$ cat config.mk
export PLATFORM = sky130hd
export DESIGN_NAME = irq_status_unit
export DESIGN_NICKNAME = d
export VERILOG_FILES = /design/src/rtl/irqsu_pkg.sv /design/src/rtl/irqsu_sticky.sv /design/src/rtl/irqsu_edge_det.sv /design/src/rtl/irqsu_irq_gen.sv /design/src/rtl/irq_status_unit.sv
export SDC_FILE = /design/constraint.sdc
export NUM_CORES = 1
export LEC_CHECK = 0
export BUFFER_PORTS_ARGS = -buffer_cell sky130_fd_sc_hd__buf_2
export CAP_MARGIN = 25
export CORE_ASPECT_RATIO = 1.5
export CORE_MARGIN = 2
export CORE_UTILIZATION = 50
export DETAILED_ROUTE_END_ITERATION = 8
export PLACE_DENSITY = 0.72
export SETUP_SLACK_MARGIN = 0.2
export SYNTH_ARGS = -nofsm -noshare
export SYNTH_HDL_FRONTEND = slang
export SYNTH_SLANG_ARGS = --single-unit
$ cat constraint.sdc
create_clock -name clk -period 3.65 [get_ports clk]
set_input_delay 0.365 -clock clk [delete_from_list [all_inputs] [get_ports clk]]
set_output_delay 0.365 -clock clk [all_outputs]
set_load 0.02 [all_outputs]
$ cat src/rtl/irqsu_pkg.sv
package irqsu_pkg;
  localparam int unsigned DATA_W   = 8;
  localparam int unsigned CHG_W    = 4;
  localparam int unsigned ADDR_W   = 1;
  localparam int unsigned SRC_W    = DATA_W + CHG_W;

  localparam logic [ADDR_W-1:0] SEL_S1 = 1'b0;
  localparam logic [ADDR_W-1:0] SEL_S2 = 1'b1;

  // Enable register 2 layout
  localparam int unsigned EN2_DMA_OUT = 5;
  localparam int unsigned EN2_DMA_IN  = 4;
  localparam logic [DATA_W-1:0] EN2_MASK = DATA_W'((1 << (EN2_DMA_OUT + 1)) - 1);

  // Change detector lanes (also status-2 bit positions)
  localparam int unsigned LN_POLL = 3;
  localparam int unsigned LN_LOCK = 2;
  localparam int unsigned LN_RMT  = 1;
  localparam int unsigned LN_ADR  = 0;
endpackage

$ cat src/rtl/irqsu_sticky.sv
module irqsu_sticky #(
  parameter int unsigned W = 8
) (
  input  logic         clk,
  input  logic         rst_n,
  input  logic         clr,
  input  logic         rd_hit,
  input  logic [W-1:0] set_vec,
  output logic [W-1:0] stat_q,
  output logic [W-1:0] stat_d,
  output logic         rd_q
);
  logic [W-1:0] hold_q, hold_d;
  logic         rd_d;
  logic         upd_en;

  always_comb begin
    stat_d = stat_q;
    hold_d = hold_q;
    rd_d   = rd_hit;
    if (clr) begin
      stat_d = '0;
      hold_d = '0;
      rd_d   = 1'b0;
    end else if (rd_hit) begin
      hold_d = hold_q | set_vec;          // park events while the host reads
    end else if (rd_q) begin
      stat_d = hold_q | set_vec;          // clear, then drop parked events in
      hold_d = '0;
    end else begin
      stat_d = stat_q | set_vec;
    end
  end

  assign upd_en = clr | rd_hit | rd_q | (|set_vec);

  always_ff @(posedge clk or negedge rst_n) begin
    if (!rst_n) begin
      stat_q <= '0;
      hold_q <= '0;
      rd_q   <= 1'b0;
    end else if (upd_en) begin
      stat_q <= stat_d;
      hold_q <= hold_d;
      rd_q   <= rd_d;
    end
  end
endmodule

$ cat src/rtl/irqsu_edge_det.sv
module irqsu_edge_det #(
  parameter int unsigned N = 4
) (
  input  logic         clk,
  input  logic         rst_n,
  input  logic         clr,
  input  logic [N-1:0] lvl_in,
  input  logic [N-1:0] gate,
  output logic [N-1:0] chg
);
  logic [N-1:0] lvl_q;
  logic         prime_q;

  for (genvar i = 0; i < N; i++) begin : g_lane
    assign chg[i] = prime_q & ~clr & gate[i] & (lvl_in[i] ^ lvl_q[i]);
  end

  always_ff @(posedge clk or negedge rst_n) begin
    if (!rst_n) begin
      lvl_q   <= '0;
      prime_q <= 1'b0;
    end else begin
      lvl_q   <= lvl_in;
      prime_q <= 1'b1;
    end
  end
endmodule

$ cat src/rtl/irqsu_irq_gen.sv
module irqsu_irq_gen #(
  parameter int unsigned N = 12
) (
  input  logic         clk,
  input  logic         rst_n,
  input  logic [N-1:0] src_d,
  input  logic [N-1:0] en_d,
  output logic         irq_q
);
  logic irq_d;

  assign irq_d = |(src_d & en_d);

  always_ff @(posedge clk or negedge rst_n) begin
    if (!rst_n) irq_q <= 1'b0;
    else        irq_q <= irq_d;
  end
endmodule

$ cat src/rtl/irq_status_unit.sv
module irq_status_unit
  import irqsu_pkg::*;
(
  input  logic                clk,
  input  logic                rst_n,
  input  logic                por_clr,
  input  logic [ADDR_W-1:0]   reg_addr,
  input  logic                reg_wr,
  input  logic                reg_rd,
  input  logic [DATA_W-1:0]   wr_data,
  output logic [DATA_W-1:0]   rd_data,
  input  logic [DATA_W-1:0]   ev_pulse,
  input  logic                lvl_sp,
  input  logic                lvl_lockout,
  input  logic                lvl_remote,
  input  logic                lvl_addressed,
  input  logic                talk_only,
  input  logic                listen_only,
  output logic                irq,
  output logic                dma_out_en,
  output logic                dma_in_en
);
  // Reset: asynchronous assert, synchronous release
  logic [1:0] rst_sync_q;
  logic       rst_n_s;

  always_ff @(posedge clk or negedge rst_n) begin
    if (!rst_n) rst_sync_q <= 2'b00;
    else        rst_sync_q <= {rst_sync_q[0], 1'b1};
  end
  assign rst_n_s = rst_sync_q[1];

  // Decode
  logic rd_s1, rd_s2, wr_s1, wr_s2;
  assign rd_s1 = reg_rd & (reg_addr == SEL_S1);
  assign rd_s2 = reg_rd & (reg_addr == SEL_S2);
  assign wr_s1 = reg_wr & (reg_addr == SEL_S1);
  assign wr_s2 = reg_wr & (reg_addr == SEL_S2);

  // Enable registers
  logic [DATA_W-1:0] en1_q, en1_d, en2_q, en2_d;
  logic              en_upd;

  always_comb begin
    en1_d = en1_q;
    en2_d = en2_q;
    if (por_clr) begin
      en1_d = '0;
      en2_d = '0;
    end else begin
      if (wr_s1) en1_d = wr_data;
      if (wr_s2) en2_d = wr_data & EN2_MASK;
    end
  end

  assign en_upd = por_clr | reg_wr;

  always_ff @(posedge clk or negedge rst_n_s) begin
    if (!rst_n_s) begin
      en1_q <= '0;
      en2_q <= '0;
    end else if (en_upd) begin
      en1_q <= en1_d;
      en2_q <= en2_d;
    end
  end

  // Level change detection
  logic [CHG_W-1:0] lvl_vec, lvl_gate, chg_vec;

  always_comb begin
    lvl_vec          = '0;
    lvl_vec[LN_POLL] = lvl_sp;
    lvl_vec[LN_LOCK] = lvl_lockout;
    lvl_vec[LN_RMT]  = lvl_remote;
    lvl_vec[LN_ADR]  = lvl_addressed;
    lvl_gate         = '1;
    lvl_gate[LN_ADR] = ~(talk_only | listen_only);
  end

  irqsu_edge_det #(.N(CHG_W)) u_edge (
    .clk    (clk),
    .rst_n  (rst_n_s),
    .clr    (por_clr),
    .lvl_in (lvl_vec),
    .gate   (lvl_gate),
    .chg    (chg_vec)
  );

  // Latched status
  logic [DATA_W-1:0] st1_q, st1_d;
  logic [CHG_W-1:0]  st2_q, st2_d;
  logic              rd1_q, rd2_q;

  irqsu_sticky #(.W(DATA_W)) u_st1 (
    .clk     (clk),
    .rst_n   (rst_n_s),
    .clr     (por_clr),
    .rd_hit  (rd_s1),
    .set_vec (ev_pulse),
    .stat_q  (st1_q),
    .stat_d  (st1_d),
    .rd_q    (rd1_q)
  );

  irqsu_sticky #(.W(CHG_W)) u_st2 (
    .clk     (clk),
    .rst_n   (rst_n_s),
    .clr     (por_clr),
    .rd_hit  (rd_s2),
    .set_vec (chg_vec),
    .stat_q  (st2_q),
    .stat_d  (st2_d),
    .rd_q    (rd2_q)
  );

  // Interrupt line
  irqsu_irq_gen #(.N(SRC_W)) u_irq (
    .clk    (clk),
    .rst_n  (rst_n_s),
    .src_d  ({st2_d, st1_d}),
    .en_d   ({en2_d[CHG_W-1:0], en1_d}),
    .irq_q  (irq)
  );

  // Read view
  always_comb begin
    if (reg_addr == SEL_S1) rd_data = st1_q;
    else                    rd_data = {irq, lvl_sp, lvl_lockout, lvl_remote, st2_q};
  end

  assign dma_out_en = en2_q[EN2_DMA_OUT];
  assign dma_in_en  = en2_q[EN2_DMA_IN];
endmodule

Word level (Yosys, flattened, before mapping):

Cells that the tools add are included.

* bitwise gates (word level): 30
* muxes and demuxes: 19
* reductions and logical operators: 9

Operator list (number)
* 8-bit two-way mux: 9
* 4-bit two-way mux: 6
* 8-bit OR: 2
* 12-bit bitwise AND: 1
* 6-bit two-way mux: 2
* 12-bit OR reduction: 1
* 1-bit bitwise AND: 10
* 1-bit OR: 8
* 4-bit OR: 2
* 8-bit OR reduction: 1
* 2-bit AND reduction: 3
* 3-bit nonzero test: 2
* 4-bit OR reduction: 1
* 1-bit XOR: 4
* 1-bit NOT: 3
* 1-bit two-way mux: 2
* 2-bit nonzero test: 1

* logic and storage cells: 71
* input bits: 28
* register bits: 48

Longest topological paths before layout:

Gate-level depths: netlist of run 1.

* word-level depth: 10
* mapped depth: 7

Modules after synthesis:

A second synthesis of run 1 with hierarchy kept.

* cells, all modules: 238
* area, all modules: 2627.5 sq um

By module, submodules not included
* irq_status_unit: cells an instance 86, times used 1, area an instance 972.2 sq um, seq. area each 400.4 sq um
* irqsu_sticky (u_st1): cells an instance 83, times used 1, area an instance 882.1 sq um, seq. area each 425.4 sq um
* irqsu_sticky (u_st2): cells an instance 46, times used 1, area an instance 474.2 sq um, seq. area each 225.2 sq um
* irqsu_edge_det: cells an instance 15, times used 1, area an instance 197.7 sq um, seq. area each 125.1 sq um
* irqsu_irq_gen: cells an instance 8, times used 1, area an instance 101.3 sq um, seq. area each 25.0 sq um

Least setup slack after synthesis of run 1:

Ideal clock, no wire load.

* kind: input -> output
* from: input port reg_addr
* to: output port rd_data[4]
* data arrival time: 1.228 ns
* cell stages on the path: 3
* path slack: 2.057 ns
* buffers on the path: 2
* cells stage by stage: buf_2 -> buf_1 -> o21ai_0

* cells in the longest elaborated chain, start to end: 1

Ends and longest elaborated chain
* from (decl): line irq_status_unit.sv:7 `input logic [ADDR_W-1:0] reg_addr,`
* 8-bit two-way mux: line irq_status_unit.sv:128 `if (reg_addr == SEL_S1) rd_data = st1_q;`
* to (decl): line irq_status_unit.sv:11 `output logic [DATA_W-1:0] rd_data,`

No other way between the ends.

Worst setup path in the final report of run 1:

* from: input port reg_addr
* to: register u_irq.irq_q

* cells in the longest elaborated chain, start to end: 6

Ends and longest elaborated chain
* 1-bit NOT
* 1-bit bitwise AND, on equally long branches: line irq_status_unit.sv:35, irq_status_unit.sv:37
* 8-bit two-way mux, on equally long branches: line irqsu_sticky.sv:25, irq_status_unit.sv:51
* 8-bit two-way mux, on equally long branches: line irqsu_sticky.sv:21, irq_status_unit.sv:47
* 12-bit bitwise AND *: line irqsu_irq_gen.sv:12 `assign irq_d = |(src_d & en_d);`
* 12-bit OR reduction *: line irqsu_irq_gen.sv:12
* via u_irq.irq_d: line irqsu_irq_gen.sv:10 `logic irq_d;`
* to (signal assigned): line irqsu_irq_gen.sv:16 `else irq_q <= irq_d;`
* to (decl): line irqsu_irq_gen.sv:8 `output logic irq_q`

The timed path passes the listed nets; every way through them passes the cells marked *. The select of a mux whose other input is x is not followed.
A chain may end at the register's enable or synchronous reset.

==> flow_summary.ini, run 1 <==
[run_status]
outcome = finished, final reports clean

[sta]
rsz0062_at_grt = false
finalCritPeriodShare_pct = 51.80
hold_ws_ps = 79.20
tns_ps = 0
clock-skew-final_ps = 5.363
hold_viol_final = 0
tightestPinTransition_ps = 804.1
max_freq_mhz = 528.9
final_max_slew_viol_count = 0
setup_violations = 0
slew_headroom_pct = 46.39
period_needed_ps = 1891

[yosys]
synth_top_flop_cell = dfrtp_1
ys_types = 45
yosysWarnings = 0
async_flop_share_pct = 100.0
syn_area_per_cell_sq_um = 9.993
synth_edf_count = 0
synth_area_sq_mm = 0.002218
synth_area_leader_cell = dfrtp_1
syn_inst = 222
yosysSeqAreaShare_pct = 54.15
synth_commonest_cells = 48 x dfrtp_1, 44 x nor2_1, 15 x a21oi_1, 12 x nand2_1, 10 x mux2i_1
yosysMostFrequentCell = dfrtp_1
synth_top_area_share_pct = 54.15
ys_seq_elements = 48
synth_area_leaders = dfrtp_1 54%, nor2_1 7.4%, mux2i_1 4.5%

[clocking]
clockBufferDepth = 2
clkSlewWorstSetupHoldPaths_ps = 80
clock_latency_ps = 300
cts_tree = done
cts_resized = 0
clock_sinks = 48
cts_buffers = 5
clk_root_buffer_cell = clkbuf_8
holdBufCountCts = 1
postCtsSetupBuffers = 0
cts_htree_levels = 2

[power]
p_per_area_mw_per_mm2 = 428.4
peakVddDrop_mv = 0.3244
power_leakage_nw = 1.190

[final_layout]
final_layout_size_suffix_gt1_share_pct = 22.09
syn2layout_area_growth_pct = 14.33
finalNetCount = 286
n_antenna_cell = 0

[floorplan]
coreArea_sq_mm = 0.004245
die-area_sq_mm = 0.004997
rows = 29
start_util_pct = 52.25
io_pins = 39
die_w_um = 58.39
chipHeight_um = 85.58

[grt]
grt_max_degree = 47
grt_overflow_total = 0
first_global_vias = 1683
grt_antenna_before_repair = 0
grt.total_usage_pct = 21.24
grt_pass1_wl_um = 8017

[worst_setup_path]
rr_endpoint = u_irq.irq_q
startpoint = reg_addr
arrival_ps = 2060
rrSetupSlack_ps = 1760
crit_required_ps = 3820
rr_worst_depth = 6
cp-start-kind = primary input
critical_path_peak_fanout = 23
end_kind = register
critical_path_class = in -> reg
crit_path_end = u_irq.irq_q
rr_startpoint = u_st1.rd_q

[job]
drv_cap = 0

[route]
vias = 1725
dr.pass1.iters = 4
drtAntennaViolNets = 0
drc_errors = 0
drtIter0Drc = 59
wire_per_inst_um = 15.56
finalWirelength_um = 4731
vias_per_cell = 5.674

[placement]
place.gp.congestion = 0.8867
io_buffers = 38
hpwlAfterDp_um = 3412

[hold_path]
hp-class = reg -> async
[report_power, final]
group	switching (mW)	internal [mW]	total [mW]
clock	0.162	0.169	0.331
combinational	0.103	0.0701	0.173
sequential	0.0203	0.562	0.583
total	0.285	0.801	1.09
[cells in the final DEF, fill, tap and decap left out, types with 4 or more instances in the layout]
cell type / n
clkbuf_8: 7
nor2_1: 44
a21oi_1: 15
o32a_1: 4
mux2i_1: 10
nand2_1: 12
nor2b_1: 5
inv_1: 4
buf_2: 38
nand3_1: 5
nand2b_1: 8
mux2_2: 6
a22oi_1: 4
dfrtp_1: 47
o21ai_0: 8
[metal layers]
metal | GRT usage (%) | wire, um | vias up
li1 | - | - | 838
met1 | 28.40 | 1956 | 842
met2 | 34.22 | 2558 | 40
met3 | 3.771 | 141 | 5
met4 | 7.822 | 74 | 0
met5 | 0 | 0 | -
[through the flow]
stage / power, mW / setup WS [ps] / instance area (sq um) / util, % / instances
global placement: 0.7615 / 1495 / 2410 / 56.76 / 295
finish: 1.086 / 1759 / 2536 / 59.74 / 304
floorplan: 0.7059 / 2057 / 2222 / - / 223
global route: 1.145 / 1588 / 2536 / 59.74 / 304
detailed placement: 0.7636 / 1456 / 2410 / 56.76 / 295
CTS: 1.098 / 1767 / 2516 / 59.27 / 303
[sequential cells by signal (all words and copies together) (netlist names)]
register        count
u_st1.rd_q          1
u_st2.stat_q        4
u_irq.irq_q         1
en2_q               6
u_edge.prime_q      1
en1_q               8
rst_sync_q          2
u_st1.stat_q        8
u_st1.hold_q        8
u_edge.lvl_q        4
u_st2.rd_q          1
u_st2.hold_q        4
[logic make-up (layout without fill, tap and decap cells)]
family,after synthesis,after routing,share of synthesized area (%)
buf+inv,17,52,3.609
simple gates,91,91,19.40
flops,48,48,54.15
xor+xnor,4,4,1.580
compound gates,45,45,13.54
mux,16,16,7.558
other cells,1,2,0.1690
[critical path, stage by stage]
cell and delay, ps:
buf_2 350, nand2b_1 360, nand2_1 170, o32ai_1 350, o32a_1 180, and4_1 190
nand4_1 90
[cell type report]
class | count | area (sq um)
well taps | 46 | 57.56
multi-input cells | 158 | 940.9
repair buffers | 40 | 220.2
flip-flops and latches | 48 | 1202
inverters | 5 | 18.77
clock buffers | 7 | 96.34
fillers | 371 | 1709
[worst min-delay path by stage]
stage                        from              end  cells past startpoint
floorplan                   rst_n    rst_sync_q[0]                      0
global placement            rst_n    rst_sync_q[0]                      1
detailed placement          rst_n    rst_sync_q[0]                      1
CTS                 lvl_addressed  u_edge.lvl_q[0]                      1
global route        rst_sync_q[1]  u_st1.stat_q[5]                      0
finish              rst_sync_q[1]  u_edge.lvl_q[3]                      0
(Power assumes the default switching activity.)
==> inputs of run 2 (changes only) <==
--- a/config.mk
+++ b/config.mk
@@ -5,13 +5,14 @@
 export SDC_FILE = /design/constraint.sdc
 export NUM_CORES = 1
 export LEC_CHECK = 0
+export ABC_AREA = 1
 export BUFFER_PORTS_ARGS = -buffer_cell sky130_fd_sc_hd__buf_2
 export CAP_MARGIN = 25
 export CORE_ASPECT_RATIO = 1.5
 export CORE_MARGIN = 2
 export CORE_UTILIZATION = 50
 export DETAILED_ROUTE_END_ITERATION = 8
-export PLACE_DENSITY = 0.72
+export PLACE_DENSITY = 0.74
 export SETUP_SLACK_MARGIN = 0.2
 export SYNTH_ARGS = -nofsm -noshare
 export SYNTH_HDL_FRONTEND = slang
==> constraint.sdc (replaced) <==
create_clock -name clk -period 1.7 [get_ports clk]
set_input_delay 0.17 -clock clk [delete_from_list [all_inputs] [get_ports clk]]
set_output_delay 0.17 -clock clk [all_outputs]
set_load 0.02 [all_outputs]
==> run 2 against run 1 <==
Die area increased by 6.9%. Worst setup slack got worse by 1400 ps. Register-to-register slack got worse by 1400 ps. Largest cell class unchanged.
==> flow_summary.ini, run 2 <==
[floorplan]
start_util_pct = 52.42
die-area_sq_mm = 0.005341
die_w_um = 60.35
io_pins = 39
coreArea_sq_mm = 0.004542
rows = 30
chipHeight_um = 88.52

[final_layout]
reg_top3 = en1_q (8), u_st1.hold_q (8), u_st1.stat_q (8)
final_cell_mix = 88 x nand2_1, 47 x nor2_1, 46 x dfrtp_1
syn2layout_area_growth_pct = 15.34
n_antenna_cell = 0
fin_util_pct = 60.47
finalNetCount = 377
final_layout_size_suffix_gt1_share_pct = 20.29
num-fill-cells = 397
final_cells = 414
fin_area_sq_mm = 0.002746
final_common_cell = nand2_1

[worst_setup_path]
crit_top_cell = nand2_1
arrival_ps = 1610
crit_required_ps = 1950
cp_cell_sequence = inv_1 -> nor2_1 -> nand3_1 -> nand3_1 -> nand3_1 -> nand2_1 -> nand2_1 -> nand2_1 -> nor2_1 -> nand2_1
crit_slowest_cell = dfrtp_1
cp-start-kind = register
max_stage_delay_ps = 360
critical_path_class = reg -> reg
critical_path_peak_fanout = 3
end_kind = register

[yosys]
syn_area_per_cell_sq_um = 7.832
synth_top_flop_cell = dfrtp_1
synth_area_leaders = dfrtp_1 50%, nand2_1 14%, nor2_1 7.4%
synth_commonest_cells = 88 x nand2_1, 48 x dfrtp_1, 47 x nor2_1, 38 x inv_1, 23 x nand3_1
synth_area_leader_cell = dfrtp_1
syn_inst = 304
yosysMostFrequentCell = nand2_1
yosysWarnings = 0
ys_seq_elements = 48
synth_edf_count = 0
synth_area_sq_mm = 0.002381
yosysSeqAreaShare_pct = 50.45
ys_types = 26
async_flop_share_pct = 100.0
synth_top_area_share_pct = 50.45

[clocking]
clock_sinks = 48
clkSlewWorstSetupHoldPaths_ps = 90
clock_latency_ps = 310
clockBufferDepth = 2
cts_tree = done
cts_buffers = 5
clk_root_buffer_cell = clkbuf_8
cts_htree_levels = 2

[route]
drtIter0Drc = 81
drtAntennaViolNets = 0
vias_per_cell = 4.850
drc_errors = 0
vias = 2008
dr.pass1.iters = 4
wire_per_inst_um = 12.29
finalWirelength_um = 5086

[sta]
hold_ws_ps = 8.115
finalCritPeriodShare_pct = 79.96
final_max_slew_viol_count = 0
tns_ps = 0
hold_viol_final = 0
max_freq_mhz = 735.7
period_needed_ps = 1359
clock-skew-final_ps = 6.640
setup_violations = 0
rsz0062_at_grt = false

[power]
switching_power_mw = 0.6930
p_clk_share_pct = 30.0
seqPwrFrac_pct = 54.1
power_leakage_nw = 1.544
intPower_mw = 1.628
peakVddDrop_mv = 0.7642
swShare_pct = 29.85
combPwrFrac_pct = 15.9
p_per_area_mw_per_mm2 = 845.2

[grt]
grt_antenna_before_repair = 0
grt.total_usage_pct = 20.90
grt_overflow_total = 0
first_global_vias = 1850
grt_pass1_wl_um = 8148
grt_max_degree = 28

[hold_path]
hp-class = in -> reg

[job]
drv_cap = 0

[run_status]
outcome = finished, final reports clean

[placement]
hpwlAfterDp_um = 3939
place_area_sq_mm = 0.002608
place.gp.congestion = 0.8770
dp.cells = 401
io_buffers = 38
[run 2: changes by cell type in the layout (fill, tap and decap cells not counted), moves of 6 or more]
cell	before	now
inv_1	4	38
nand2_1	12	88
o21ai_0	8	18
nand3_1	5	23
nand2b_1	8	0
a21oi_1	15	5
mux2_2	6	0
nand2_2	0	9
mux2i_1	10	0
[run 2: path summary, 6_finish.rpt]
path                            cells after the start  slack, ps         endpoint           start
worst min register to register                      0        220         en1_q[7]   rst_sync_q[1]
min in group asynchronous                           2        160    rst_sync_q[1]           rst_n
worst max register to register                     10        340      u_irq.irq_q  u_edge.prime_q
worst min-delay path                                1          8  u_edge.lvl_q[1]      lvl_remote
max in group asynchronous                           1        970       u_st1.rd_q   rst_sync_q[1]
worst max-delay path                               10        340      u_irq.irq_q  u_edge.prime_q
[run 2: final cells by class]
class	instances	area, sq um	share of cell area [%]
well taps	64	80.08	2.916
inverters	42	165.2	6.014
clock buffers	5	68.82	2.506
repair buffers	44	252.7	9.203
clock inverters	3	23.77	0.8656
multi-input cells	208	952.2	34.67
flip-flops and latches	48	1204	43.83
[run 2: cell families (layout without fill, tap and decap cells)]
group	count (synthesis)	count (layout)	share of synthesized area, %
buffers and inverters	49	94	9.722
AND/OR/NAND/NOR	172	172	30.58
flip-flops	48	48	50.45
other	1	2	0.1575
AO/OA/AOI/OAI	34	34	9.091
[run 2: timing repair]
action | 4_1_cts | 5_1_grt
endpoints found under the hold margin | 3 | 0
setup buffers | 0 | 3
setup endpoints to repair | 1 | 1
pin swaps | 0 | 0
hold buffers | 2 | 0
resized for setup | 1 | 2
[run 2: worst max-delay path: cells and delay by family (launching register included)]
family | cells | cell delay [ps]
buf+inv | 1 | 50
simple gates | 9 | 890
flops | 1 | 360
[run 2: power by group through the flow]
stage / clock (mW) / combinational [mW] / sequential [mW]
floorplan: 0 / 0.235 / 1.28
global placement: 0 / 0.358 / 1.28
detailed placement: 0 / 0.363 / 1.28
CTS: 0.708 / 0.367 / 1.26
global route: 0.767 / 0.414 / 1.26
finish: 0.697 / 0.369 / 1.26
[run 2: stage by stage]
step | total power, mW | setup slack (ps)
finish | 2.321 | 340.8
global route | 2.446 | 204.6
CTS | 2.332 | 277.1
floorplan | 1.514 | 265.1
global placement | 1.633 | 268.3
detailed placement | 1.642 | 208.9
[run 2: per-layer routing]
| layer | track usage (%) | wire, um | vias to the layer above |
|---|---|---|---|
| met5 | 0 | 0 | - |
| met4 | 9.495 | 110 | 0 |
| met3 | 4.386 | 184 | 9 |
| met2 | 36.56 | 2660 | 34 |
| met1 | 23.88 | 2130 | 938 |
| li1 | - | - | 1027 |
==> inputs of run 3 (changes only) <==
==> constraint.sdc (replaced) <==
create_clock -name clk -period 1.15 [get_ports clk]
set_input_delay 0.115 -clock clk [delete_from_list [all_inputs] [get_ports clk]]
set_output_delay 0.115 -clock clk [all_outputs]
set_load 0.02 [all_outputs]
==> run 3 against run 2 <==
Clock skew is 1.7 ps lower. Via count is 15% higher. Sequential cell count stayed put. Worst hold slack better by 56 ps. Power is 61% higher. The flow now finishes with violations (negative setup slack). Global-route usage is 5.2 points higher. Sequential share of layout area is 8.7 points lower. Worst setup slack worse by 530 ps. Critical path type unchanged. Routed wire length is 32% higher. Sequential power is 47% higher. Largest cell class unchanged. Utilization is 15 points higher. Non-clock buffer count is 44 higher.
==> flow_summary.ini, run 3 (same netlist as run 2, synthesis figures left out) <==
[clocking]
cts_htree_levels = 2
clock_latency_ps = 310
clkSlewWorstSetupHoldPaths_ps = 80
clockBufferDepth = 2
cts_tree = done
clk_root_buffer_cell = clkbuf_8
cts_buffers = 5
clock_sinks = 48

[grt]
grt_antenna_before_repair = 0
grt.total_usage_pct = 26.05
grt_pass1_wl_um = 10120
first_global_vias = 2244
grt_max_degree = 34
grt_overflow_total = 0

[worst_setup_path]
critical_path_peak_fanout = 10
arrival_ps = 1540
end_kind = register
cp-start-kind = register
crit_required_ps = 1350
critical_path_class = reg -> reg
rr_worst_depth = 9

[route]
finalWirelength_um = 6700
drtAntennaViolNets = 0
dr.pass1.iters = 4
wire_per_inst_um = 14.63
vias_per_cell = 5.046
drtIter0Drc = 132
vias = 2311
drc_errors = 0

[floorplan]
rows = 30
coreArea_sq_mm = 0.004542
die_w_um = 60.35
io_pins = 39
die-area_sq_mm = 0.005341
start_util_pct = 52.42
chipHeight_um = 88.52

[final_layout]
final_common_cell = nand2_1
seq_area_sq_mm = 0.001205
final_cell_mix = 68 x nand2_1, 45 x dfrtp_1, 39 x nor2_1
final_layout_size_suffix_gt1_share_pct = 41.88
fin_util_pct = 75.51
num-fill-cells = 321
multiInputGateArea_sq_mm = 0.001181
fin_area_sq_mm = 0.003430
n_antenna_cell = 0
finalNetCount = 421
syn2layout_area_growth_pct = 44.04
reg_top3 = en1_q (8), u_st1.hold_q (8), u_st1.stat_q (8)

[power]
combPwrFrac_pct = 24.2
seqPwrFrac_pct = 49.5
switching_power_mw = 1.123
p_clk_share_pct = 26.3
power_leakage_nw = 1.842
intPower_mw = 2.616
p_per_area_mw_per_mm2 = 1090
peakVddDrop_mv = 0.8277
swShare_pct = 30.03

[placement]
hpwlAfterDp_um = 4371
place_area_sq_mm = 0.002875
place.gp.congestion = 0.8355
io_buffers = 38
pre_cts_ws_ps = -208.5

[sta]
rsz0062_at_grt = true
finalCritPeriodShare_pct = 116.9
hold_viol_final = 0
max_freq_mhz = 744.0
period_needed_ps = 1344
clock-skew-final_ps = 4.934
finalWorstSetupSlack_ps = -194.1
setup_violations = 10
final_max_slew_viol_count = 0

[hold_path]
holdPathStages = 2
hp-class = in -> reg

[job]
drv_cap = 0

[run_status]
outcome = finished, violations left
failed_checks = negative setup slack
[run 3: worst paths after layout]
check	from	endpoint	slack, ps
worst max-delay path	u_st1.rd_q	u_irq.irq_q	-190
worst min-delay path	wr_data[4]	en2_q[4]	60
worst max register to register	u_st1.rd_q	u_irq.irq_q	-190
worst min register to register	rst_sync_q[1]	u_st1.stat_q[3]	230
max in group asynchronous	rst_sync_q[1]	u_st1.rd_q	730
min in group asynchronous	rst_n	rst_sync_q[1]	120
[run 3: timing repair]
item / in CTS / in global routing
setup endpoints to repair: 33 / 35
pin swaps: 15 / 16
endpoints found under the hold margin: 6 / 0
buffers inserted: 7 / 2
hold buffers: 5 / 0
gates resized for setup: 75 / 36
cloned: 0 / 0
[run 3: area by class of cell]
class                   count  share of cell area, %
inverters                  42                  4.962
multi-input cells         208                  34.44
well taps                  64                  2.335
clock buffers               7                  2.225
clock inverters             1                 0.1459
repair buffers             88                  20.76
flip-flops and latches     48                  35.13
[run 3: power groups by stage]
stage	Combinational [mW]	Sequential, mW	Clock, mW
after global routing	0.984	1.86	1.06
after CTS	0.833	1.84	0.993
final	0.906	1.85	0.984
after floorplan	0.352	1.89	0
after detailed placement	0.679	1.87	0
after global placement	0.668	1.87	0
[run 3: metrics by stage]
step / hold WS, ps / setup TNS (ps) / power [mW] / std cells
6_report: 64.40 / -518.1 / 3.739 / 458
3_3_place_gp: -98.36 / -383.8 / 2.535 / 436
3_5_place_dp: -96.98 / -419.4 / 2.550 / 436
4_1_cts: 58.24 / -467.3 / 3.670 / 456
2_1_floorplan: -180.6 / -23.81 / 2.244 / 305
5_1_grt: 61.86 / -1069 / 3.907 / 458
[run 3: routing by layer]
layer  global-route usage (%)  vias to the layer above  wire, um
li1                         -                     1121         -
met1                    28.54                     1102      2485
met2                    46.15                       63      3658
met3                    4.825                       25       208
met4                    14.14                        0       346
met5                        0                        -         0
[run 3: critical path, cell delays in order, from the launching register on]
cell and delay [ps]:
dfrtp_2 460, clkinv_4 110, buf_4 110, nand3_1 140, nand3_1 120, nand2_1 50
inv_1 50, nand2_1 50, nor2_1 90, nand2_1 50
